**src/rtl/ssfs_pkg.sv**
```systemverilog
package ssfs_pkg;
  typedef enum logic [1:0] {
    PH_OFF   = 2'd0,
    PH_SOFT  = 2'd1,
    PH_REG   = 2'd2,
    PH_LATCH = 2'd3
  } phase_t;

  typedef struct packed {
    logic clear;
    logic advance;
  } dpStrobe_t;

  localparam logic [1:0] PG_HIZ    = 2'b00;
  localparam logic [1:0] PG_WEAK   = 2'b01;
  localparam logic [1:0] PG_MID    = 2'b10;
  localparam logic [1:0] PG_STRONG = 2'b11;
endpackage

```
**src/rtl/ssfs_ramp_timer.sv**
```systemverilog
module ssfs_ramp_timer
  import ssfs_pkg::*;
#(
  parameter int CODE_W   = 10,
  parameter int STEP_DIV = 183,
  parameter int PG_DELAY = 343750
) (
  input  logic              clk,
  input  logic              rstN,
  input  dpStrobe_t         strb,
  output logic [CODE_W-1:0] rampCode,
  output logic              delayDone
);
  localparam logic [CODE_W-1:0] FULL_CODE = {CODE_W{1'b1}};
  localparam int DLY_W = (PG_DELAY > 2) ? $clog2(PG_DELAY) : 1;
  localparam logic [DLY_W-1:0] DLY_LAST = DLY_W'(PG_DELAY - 1);

  logic stepTick;
  logic [DLY_W-1:0] dlyCnt;

  // Step prescaler: absent when every clock advances the code
  generate
    if (STEP_DIV <= 1) begin : g_noDiv
      assign stepTick = strb.advance;
    end else begin : g_div
      localparam int PRE_W = $clog2(STEP_DIV);
      localparam logic [PRE_W-1:0] PRE_LAST = PRE_W'(STEP_DIV - 1);
      logic [PRE_W-1:0] preCnt;
      always_ff @(posedge clk or negedge rstN) begin
        if (!rstN) begin
          preCnt <= '0;
        end else if (strb.clear) begin
          preCnt <= '0;
        end else if (strb.advance) begin
          if (preCnt == PRE_LAST) preCnt <= '0;
          else preCnt <= preCnt + 1'b1;
        end
      end
      assign stepTick = strb.advance && (preCnt == PRE_LAST);
    end
  endgenerate

  always_ff @(posedge clk or negedge rstN) begin
    if (!rstN) begin
      rampCode <= '0;
    end else if (strb.clear) begin
      rampCode <= '0;
    end else if (stepTick && (rampCode != FULL_CODE)) begin
      rampCode <= rampCode + 1'b1;
    end
  end

  always_ff @(posedge clk or negedge rstN) begin
    if (!rstN) begin
      dlyCnt <= '0;
    end else if (strb.clear) begin
      dlyCnt <= '0;
    end else if (strb.advance && (dlyCnt != DLY_LAST)) begin
      dlyCnt <= dlyCnt + 1'b1;
    end
  end

  assign delayDone = (dlyCnt == DLY_LAST);
endmodule

```
**src/rtl/ssfs_sequencer.sv**
```systemverilog
module ssfs_sequencer
  import ssfs_pkg::*;
(
  input  logic       clk,
  input  logic       rstN,
  input  logic       run,
  input  logic       ovRise,
  input  logic       ovFall,
  input  logic       uvFlag,
  input  logic       ocFlag,
  input  logic       otHot,
  input  logic       otCool,
  input  logic       delayDone,
  output dpStrobe_t  strb,
  output phase_t     phase,
  output logic [1:0] faultCode,
  output logic       crowbarQ,
  output logic       otActive
);
  logic active;
  assign active = (phase == PH_SOFT) || (phase == PH_REG);

  always_comb begin
    strb.clear   = !active;
    strb.advance = active;
  end

  always_ff @(posedge clk or negedge rstN) begin
    if (!rstN) begin
      phase     <= PH_OFF;
      faultCode <= PG_HIZ;
      crowbarQ  <= 1'b0;
    end else if (!run) begin
      phase     <= PH_OFF;
      faultCode <= PG_HIZ;
      crowbarQ  <= 1'b0;
    end else begin
      unique case (phase)
        PH_OFF: phase <= PH_SOFT;
        PH_SOFT: begin
          if (ocFlag) begin
            phase     <= PH_LATCH;
            faultCode <= PG_STRONG;
          end else if (ovRise) begin
            phase     <= PH_LATCH;
            faultCode <= PG_MID;
            crowbarQ  <= 1'b1;
          end else if (delayDone) begin
            phase <= PH_REG;
          end
        end
        PH_REG: begin
          if (ocFlag) begin
            phase     <= PH_LATCH;
            faultCode <= PG_STRONG;
          end else if (ovRise) begin
            phase     <= PH_LATCH;
            faultCode <= PG_MID;
            crowbarQ  <= 1'b1;
          end else if (uvFlag) begin
            phase     <= PH_LATCH;
            faultCode <= PG_WEAK;
          end
        end
        PH_LATCH: begin
          if (faultCode == PG_MID) begin
            if (ovRise) crowbarQ <= 1'b1;
            else if (ovFall) crowbarQ <= 1'b0;
          end
        end
        default: phase <= PH_OFF;
      endcase
    end
  end

  always_ff @(posedge clk or negedge rstN) begin
    if (!rstN) otActive <= 1'b0;
    else if (!run) otActive <= 1'b0;
    else if (otHot) otActive <= 1'b1;
    else if (otCool) otActive <= 1'b0;
  end
endmodule

```
**src/rtl/softstart_fault_sup.sv**
```systemverilog
module softstart_fault_sup
  import ssfs_pkg::*;
#(
  parameter int CODE_W   = 10,
  parameter int STEP_DIV = 183,
  parameter int PG_DELAY = 343750
) (
  input  logic              clk,
  input  logic              rstN,
  input  logic              enable,
  input  logic              porOk,
  input  logic              ovRiseFlag,
  input  logic              ovFallFlag,
  input  logic              uvFlag,
  input  logic              ocFlag,
  input  logic              otHotFlag,
  input  logic              otCoolFlag,
  output logic [CODE_W-1:0] refCode,
  output logic              pwmEnable,
  output logic              crowbarOn,
  output logic [1:0]        pgCode
);
  logic              run;
  logic              delayDone;
  logic              crowbarQ;
  logic              otActive;
  logic [1:0]        faultCode;
  logic [CODE_W-1:0] rampCode;
  dpStrobe_t         strb;
  phase_t            phase;

  assign run = enable && porOk;

  ssfs_sequencer u_seq (
    .clk       (clk),
    .rstN      (rstN),
    .run       (run),
    .ovRise    (ovRiseFlag),
    .ovFall    (ovFallFlag),
    .uvFlag    (uvFlag),
    .ocFlag    (ocFlag),
    .otHot     (otHotFlag),
    .otCool    (otCoolFlag),
    .delayDone (delayDone),
    .strb      (strb),
    .phase     (phase),
    .faultCode (faultCode),
    .crowbarQ  (crowbarQ),
    .otActive  (otActive)
  );

  ssfs_ramp_timer #(
    .CODE_W   (CODE_W),
    .STEP_DIV (STEP_DIV),
    .PG_DELAY (PG_DELAY)
  ) u_ramp (
    .clk       (clk),
    .rstN      (rstN),
    .strb      (strb),
    .rampCode  (rampCode),
    .delayDone (delayDone)
  );

  logic active;
  assign active = (phase == PH_SOFT) || (phase == PH_REG);

  assign pwmEnable = run && active && !otActive;
  assign refCode   = (run && active) ? rampCode : '0;
  assign crowbarOn = run && crowbarQ;

  always_comb begin
    pgCode = PG_HIZ;
    if (run) begin
      unique case (phase)
        PH_SOFT:  pgCode = PG_WEAK;
        PH_LATCH: pgCode = faultCode;
        default:  pgCode = PG_HIZ;
      endcase
    end
  end
endmodule

```
**config.mk**
```make
export PLATFORM = sky130hd
export DESIGN_NAME = softstart_fault_sup
export DESIGN_NICKNAME = d
export VERILOG_FILES = /design/src/rtl/ssfs_pkg.sv /design/src/rtl/ssfs_ramp_timer.sv /design/src/rtl/ssfs_sequencer.sv /design/src/rtl/softstart_fault_sup.sv
export SDC_FILE = /design/constraint.sdc
export NUM_CORES = 1
export LEC_CHECK = 0
export ABC_CLOCK_PERIOD_IN_PS = 2000
export CAP_MARGIN = 20
export CORE_UTILIZATION = 51
export DETAILED_ROUTE_END_ITERATION = 10
export PLACE_DENSITY = 0.73
export RECOVER_POWER = 25
export SLEW_MARGIN = 30
export SYNTH_ARGS = -nofsm -noshare
export SYNTH_HDL_FRONTEND = slang
export SYNTH_SLANG_ARGS = --single-unit
```
**constraint.sdc**
```tcl
create_clock -name clk -period 2 [get_ports clk]
set_input_delay 0.3 -clock clk [delete_from_list [all_inputs] [get_ports clk]]
set_output_delay 0.3 -clock clk [all_outputs]
set_load 0.02 [all_outputs]
```
## Yosys cells after proc, flatten, opt, wreduce, memory -nomap -nowiden

Index checks and enable logic that the tools add are counted.

- Multiplexer cells: 34
- Divide/modulo/power cells: 0
- Add/sub/neg operators: 3
- Shift operators: 0
- Equality and inequality tests: 21
- Multipliers: 0
- Order comparisons: 0
- Reductions and logical operators: 14
- Bitwise logic cells: 0

Operators with widths:

| operator | number |
|---|---|
| $mux W19 | 2 |
| $mux W10 | 3 |
| $mux W2 | 14 |
| $add A19 B1 Y19 const B | 1 |
| $eq A19 B19 Y1 const B | 1 |
| $ne A19 B19 Y1 const B | 1 |
| $mux W8 | 2 |
| $add A10 B1 Y10 const B | 1 |
| $ne A10 B10 Y1 const B | 1 |
| $ne A5 B5 Y1 const B | 2 |
| $mux W1 | 9 |
| $ne A3 B3 Y1 const B | 3 |
| $add A8 B1 Y8 const B | 1 |
| $eq A8 B8 Y1 const B | 1 |
| $ne A4 B4 Y1 const B | 2 |
| $pmux W2 S2 | 2 |
| $logic_and A1 B1 Y1 | 7 |
| $eq A2 B2 Y1 const B | 3 |
| $ne A3 B2 Y1 const B | 2 |
| $pmux W2 S3 | 1 |
| $reduce_and A3 Y1 | 2 |
| $reduce_and A5 Y1 | 1 |
| $ne A2 B1 Y1 const B | 2 |
| $ne A4 B1 Y1 const B | 1 |
| 7 further kinds | 7 |

- ROM bits: 0
- Memories kept: 0
- Latch bits: 0
- Bits in registers: 43
- Memory bits (writable): 0
- Word-level logic and storage cells: 79

## Longest topological paths before layout

- Depth after elaboration: 6
- Gate-level depth with buffers: 8

## By module

Synthesis repeated with hierarchy kept, for this count alone.

- Cells, all modules: 311
- Area total of the unflattened synthesis: 2894.0 µm²

Modules (own cells, without submodules):

| module | cells an instance | times used | area an instance (µm²) |
|---|---|---|---|
| ssfs_ramp_timer | 235 | 1 | 2238.4 |
| ssfs_sequencer | 54 | 1 | 485.5 |
| softstart_fault_sup | 22 | 1 | 170.2 |

## Worst setup path after synthesis

OpenSTA, ideal clock, no wires.

- Path type: register to output
- From: register u_seq.phase[0]
- To: output pwmEnable
- Arrival: 1.629 ns
- Path slack: 0.071 ns
- Cell stages (with the launch flop): 7
- Buffers on the path: 2
- Cells stage by stage: dfrtp_1 inv_1 ha_1 clkbuf_1 clkbuf_1 nand2_1 nor2_1

- Word-level cells in the longest chain between the ends: 4
- Elaborated cells on any way between the ends: 5
- Classes of those cells: eq/ne: 2; reduce/logical: 3

RTL lines:

| what | line | source |
|---|---|---|
| from (decl) | ssfs_sequencer.sv:15 | `output phase_t phase,` |
| from (signal assigned) | ssfs_sequencer.sv:30 | `phase <= PH_OFF;` |
| from (signal assigned) | ssfs_sequencer.sv:34 | `phase <= PH_OFF;` |
| from (signal assigned) | ssfs_sequencer.sv:39 | `PH_OFF: phase <= PH_SOFT;` |
| $eq A2 B1 Y1 / $eq A2 B2 Y1 (equally long branches) | softstart_fault_sup.sv:65 | `assign active = (phase == PH_SOFT) \|\| (phase == PH_REG);` |
| $logic_or A1 B1 Y1 * | softstart_fault_sup.sv:65 |  |
| $logic_and A1 B1 Y1 * (2 in a row) | softstart_fault_sup.sv:67 | `assign pwmEnable = run && active && !otActive;` |
| to (decl) | softstart_fault_sup.sv:19 | `output logic pwmEnable,` |

Mark *: on every way between the ends. The rest lies on a longest branch, timed or not.

## Worst setup path in the final report

- From: input enable
- To: output crowbarOn

- Word-level cells in the longest chain between the ends: 2

RTL lines:

| what | line | source |
|---|---|---|
| from (decl) | softstart_fault_sup.sv:10 | `input logic enable,` |
| $logic_and A1 B1 Y1 | softstart_fault_sup.sv:32 | `assign run = enable && porOk;` |
| $logic_and A1 B1 Y1 | softstart_fault_sup.sv:69 | `assign crowbarOn = run && crowbarQ;` |
| to (decl) | softstart_fault_sup.sv:20 | `output logic crowbarOn,` |

Every way passes these cells.

==> summary.md <==
| Metric | Value |
|---|---|
| Status | `finished, final reports clean` |
| Final HPWL DP | `3490 µm` |
| Slew Limit Fails | `0` |
| Layout Skew | `0.0111 ns` |
| Synth Area in Compound Gates | `0.0601` |
| H-tree lvl count | `2` |
| # diodes | `0` |
| CTS tree | `built` |
| Min-delay worst type | `in2async` |
| DR WL met3 | `115 µm` |
| Routed wire length | `4770 µm` |
| Fraction of layout cells with a size suffix above 1 | `0.155` |
| Clk root buf | `clkbuf_8` |
| Number of synthesized flops with an enable pin | `0` |
| Pleak | `1.40 nW` |
| Fin crit period | `1.92 ns` |
| GR Util All Layers | `0.209` |
| Area of the core | `4720 µm²` |
| Largest net degree at the start of global routing | `36` |
| RSZ-0062 raised after global routing | `false` |
| Multi-input logic area | `1360 µm²` |
| WL per Instance | `12.9 µm` |
| GPL Wtd Cong | `0.778` |
| Ports | `24` |
| CP endpoint kind | `output pin` |
| Adder-cell share of the synthesized area | `0.0501` |
| Xor/xnor share of the synthesized area | `0.0982` |
| Initial core utilization | `0.529` |
| Design Area, Final | `3010 µm²` |
| Post-route setup TNS | `0 ns` |
| Cells after Synth | `263` |
| Max Cap Viol | `0` |
| Global route overflow | `0` |
| Slew @ Worst Pin | `0.857 ns` |
| #FFs+latches synth | `43` |
| Residual DRC | `0` |
| Dpl cell area | `2900 µm²` |
| Non-Filler Instances | `370` |
| Final setup vio count | `0` |
| Mux cell area share after synthesis | `0.0200` |
| Final period util | `0.958` |
| Post-synth ARST share | `1.00` |
| Synthesis-to-finish area growth | `20.4%` |
| Synthesized area per cell | `9.50 µm²` |
| Largest family of logic cells by synthesized area | `simple AND/OR/NAND/NOR gates` |
| Top layer in use | `met4` |
| Syn nets | `283` |
| CP startpoint kind | `primary input` |
| DRT Pass-1 Iters | `4` |
| DP Cell Count | `362` |
| Syn Std Cell Area | `2500 µm²` |
| CP Class | `in2out` |
| Register area | `1080 µm²` |
| CTS Sinks | `43` |
| Critical Path AT | `1.62 ns` |
| I/O Buffers | `23` |
| FILL cells | `382` |
| Max Fclk | `522 MHz` |
| First-pass GRT wire length | `8510 µm` |
| Primary FF master, synth | `dfrtp_1` |
| Post-synthesis cell type count | `41` |
| Met2 wire len | `2380 µm` |
| Net count, final | `322` |
| Crit-path max FO | `2` |
| Worst VDD drop | `0.000377 V` |
| Initial antenna violation count | `0` |
| Starting DRT DRC Count | `59` |
| RR Endpoint | `u_ramp.rampCode[2]$_DFFE_PN0P_` |
| Vias in the first global route | `1949` |
| CP startpoint | `enable` |
| Max_slew headroom | `0.429` |
| Simple-gate area share of the yosys netlist | `0.308` |
| CTS Buf Count | `5` |
| Die Height | `72.0 µm` |
| Most frequent cells in the layout | `dfrtp_1, nor2_1, and2_1` |
| Die Span X | `72.0 µm` |
| Total number of vias | `1943` |
| Row count | `25` |
| FF-to-FF path depth | `6` |
| Reg2Reg Setup Slack | `0.13 ns` |
| YS warnings | `0` |
| WP data required | `1.70 ns` |
| RR Startpoint | `u_ramp.g_div.preCnt[1]$_DFF_PN0_` |
| Power Density | `576 nW/µm²` |
| Final hold vios | `0` |
| Post-route ant nets | `0` |
| Most common cell after layout, fill and taps aside | `dfrtp_1` |
| Vias per cell | `5.25` |
| Worst-path clk slew | `0.08 ns` |
| Metal-1 WL | `2250 µm` |
| Clock buffer depth | `2` |
| Worst skew pair latency | `0.29 ns` |
| Sequential area share after synthesis | `0.431` |
| Die area | `5180 µm²` |
| Post-CTS setup repair buffer count | `0` |
[timing repair]
item                       4_1_cts  5_1_grt
pin swaps                        0        1
hold endpoints to repair         0        0
resized for setup               26        4
setup endpoints to repair       13        6
hold buffers                     0        0
[cell usage after synthesis (6+ instances only)]
library cell / count / area share
nand4_1: 8 / 0.020
inv_1: 11 / 0.017
and2_1: 22 / 0.055
nand2_1: 20 / 0.030
xor2_1: 13 / 0.046
xnor2_1: 15 / 0.053
ha_1: 10 / 0.050
nand3_1: 17 / 0.034
nor2_1: 25 / 0.038
clkbuf_1: 8 / 0.012
and3_1: 15 / 0.038
o21ai_0: 6 / 0.012
dfrtp_1: 43 / 0.43
[registers in the layout (all words and copies together), names as in the netlist]
signal,cells
u_seq.phase,2
u_ramp.rampCode,10
u_seq.crowbarQ,1
u_seq.faultCode,2
u_ramp.g_div.preCnt,8
u_ramp.dlyCnt,19
u_seq.otActive,1
[through the flow]
step | utilization | total power [mW] | setup WS (ns) | hold WS [ns]
5_1_grt | 0.637 | 1.82 | 0.0242 | 0.171
6_report | 0.637 | 1.73 | 0.0834 | 0.106
3_3_place_gp | 0.614 | 1.19 | -0.154 | 0.426
2_1_floorplan | - | 1.07 | 0.0713 | 0.00441
3_5_place_dp | 0.614 | 1.20 | -0.175 | 0.426
4_1_cts | 0.635 | 1.76 | 0.00691 | 0.108
[report_power, final]
part           internal, mW  total, mW  switching, mW
combinational         0.119      0.274          0.155
sequential            0.890      0.911         0.0213
clock                 0.243      0.546          0.303
[layout make-up]
| class | count | area share |
|---|---|---|
| Timing Repair Buffer | 41 | 0.118 |
| Sequential cell | 43 | 0.358 |
| Clock inverter | 3 | 0.00666 |
| Inverter | 11 | 0.0137 |
| Multi-Input combinational cell | 200 | 0.453 |
| Clock buffer | 5 | 0.0229 |
| Tap cell | 67 | 0.0279 |
[worst max-delay path by stage]
stage	end	slack, ns
6_report	crowbarOn	0.08
5_1_grt	refCode[6]	0.02
4_1_cts	refCode[3]	0.007
3_5_place_dp	refCode[3]	-0.17
3_3_place_gp	refCode[9]	-0.15
2_1_floorplan	pwmEnable	0.07
[worst max-delay path, stage by stage]
cell and delay, ns:
clkdlybuf4s50_1 0.48, buf_4 0.11, and3_1 0.14, clkdlybuf4s50_1 0.59
[logic make-up after synthesis]
logic type	count (synthesis)
xor+xnor	28
fa+ha+maj	10
compound gates	21
simple gates	136
mux	5
flops	43
buf+inv	20
[routing by layer]
metal	global-route usage	up-vias
li1	-	976
met1	0.266	940
met2	0.363	25
met3	0.0444	2
met4	0.0545	0
met5	0	-
(Power assumes the default switching activity.)
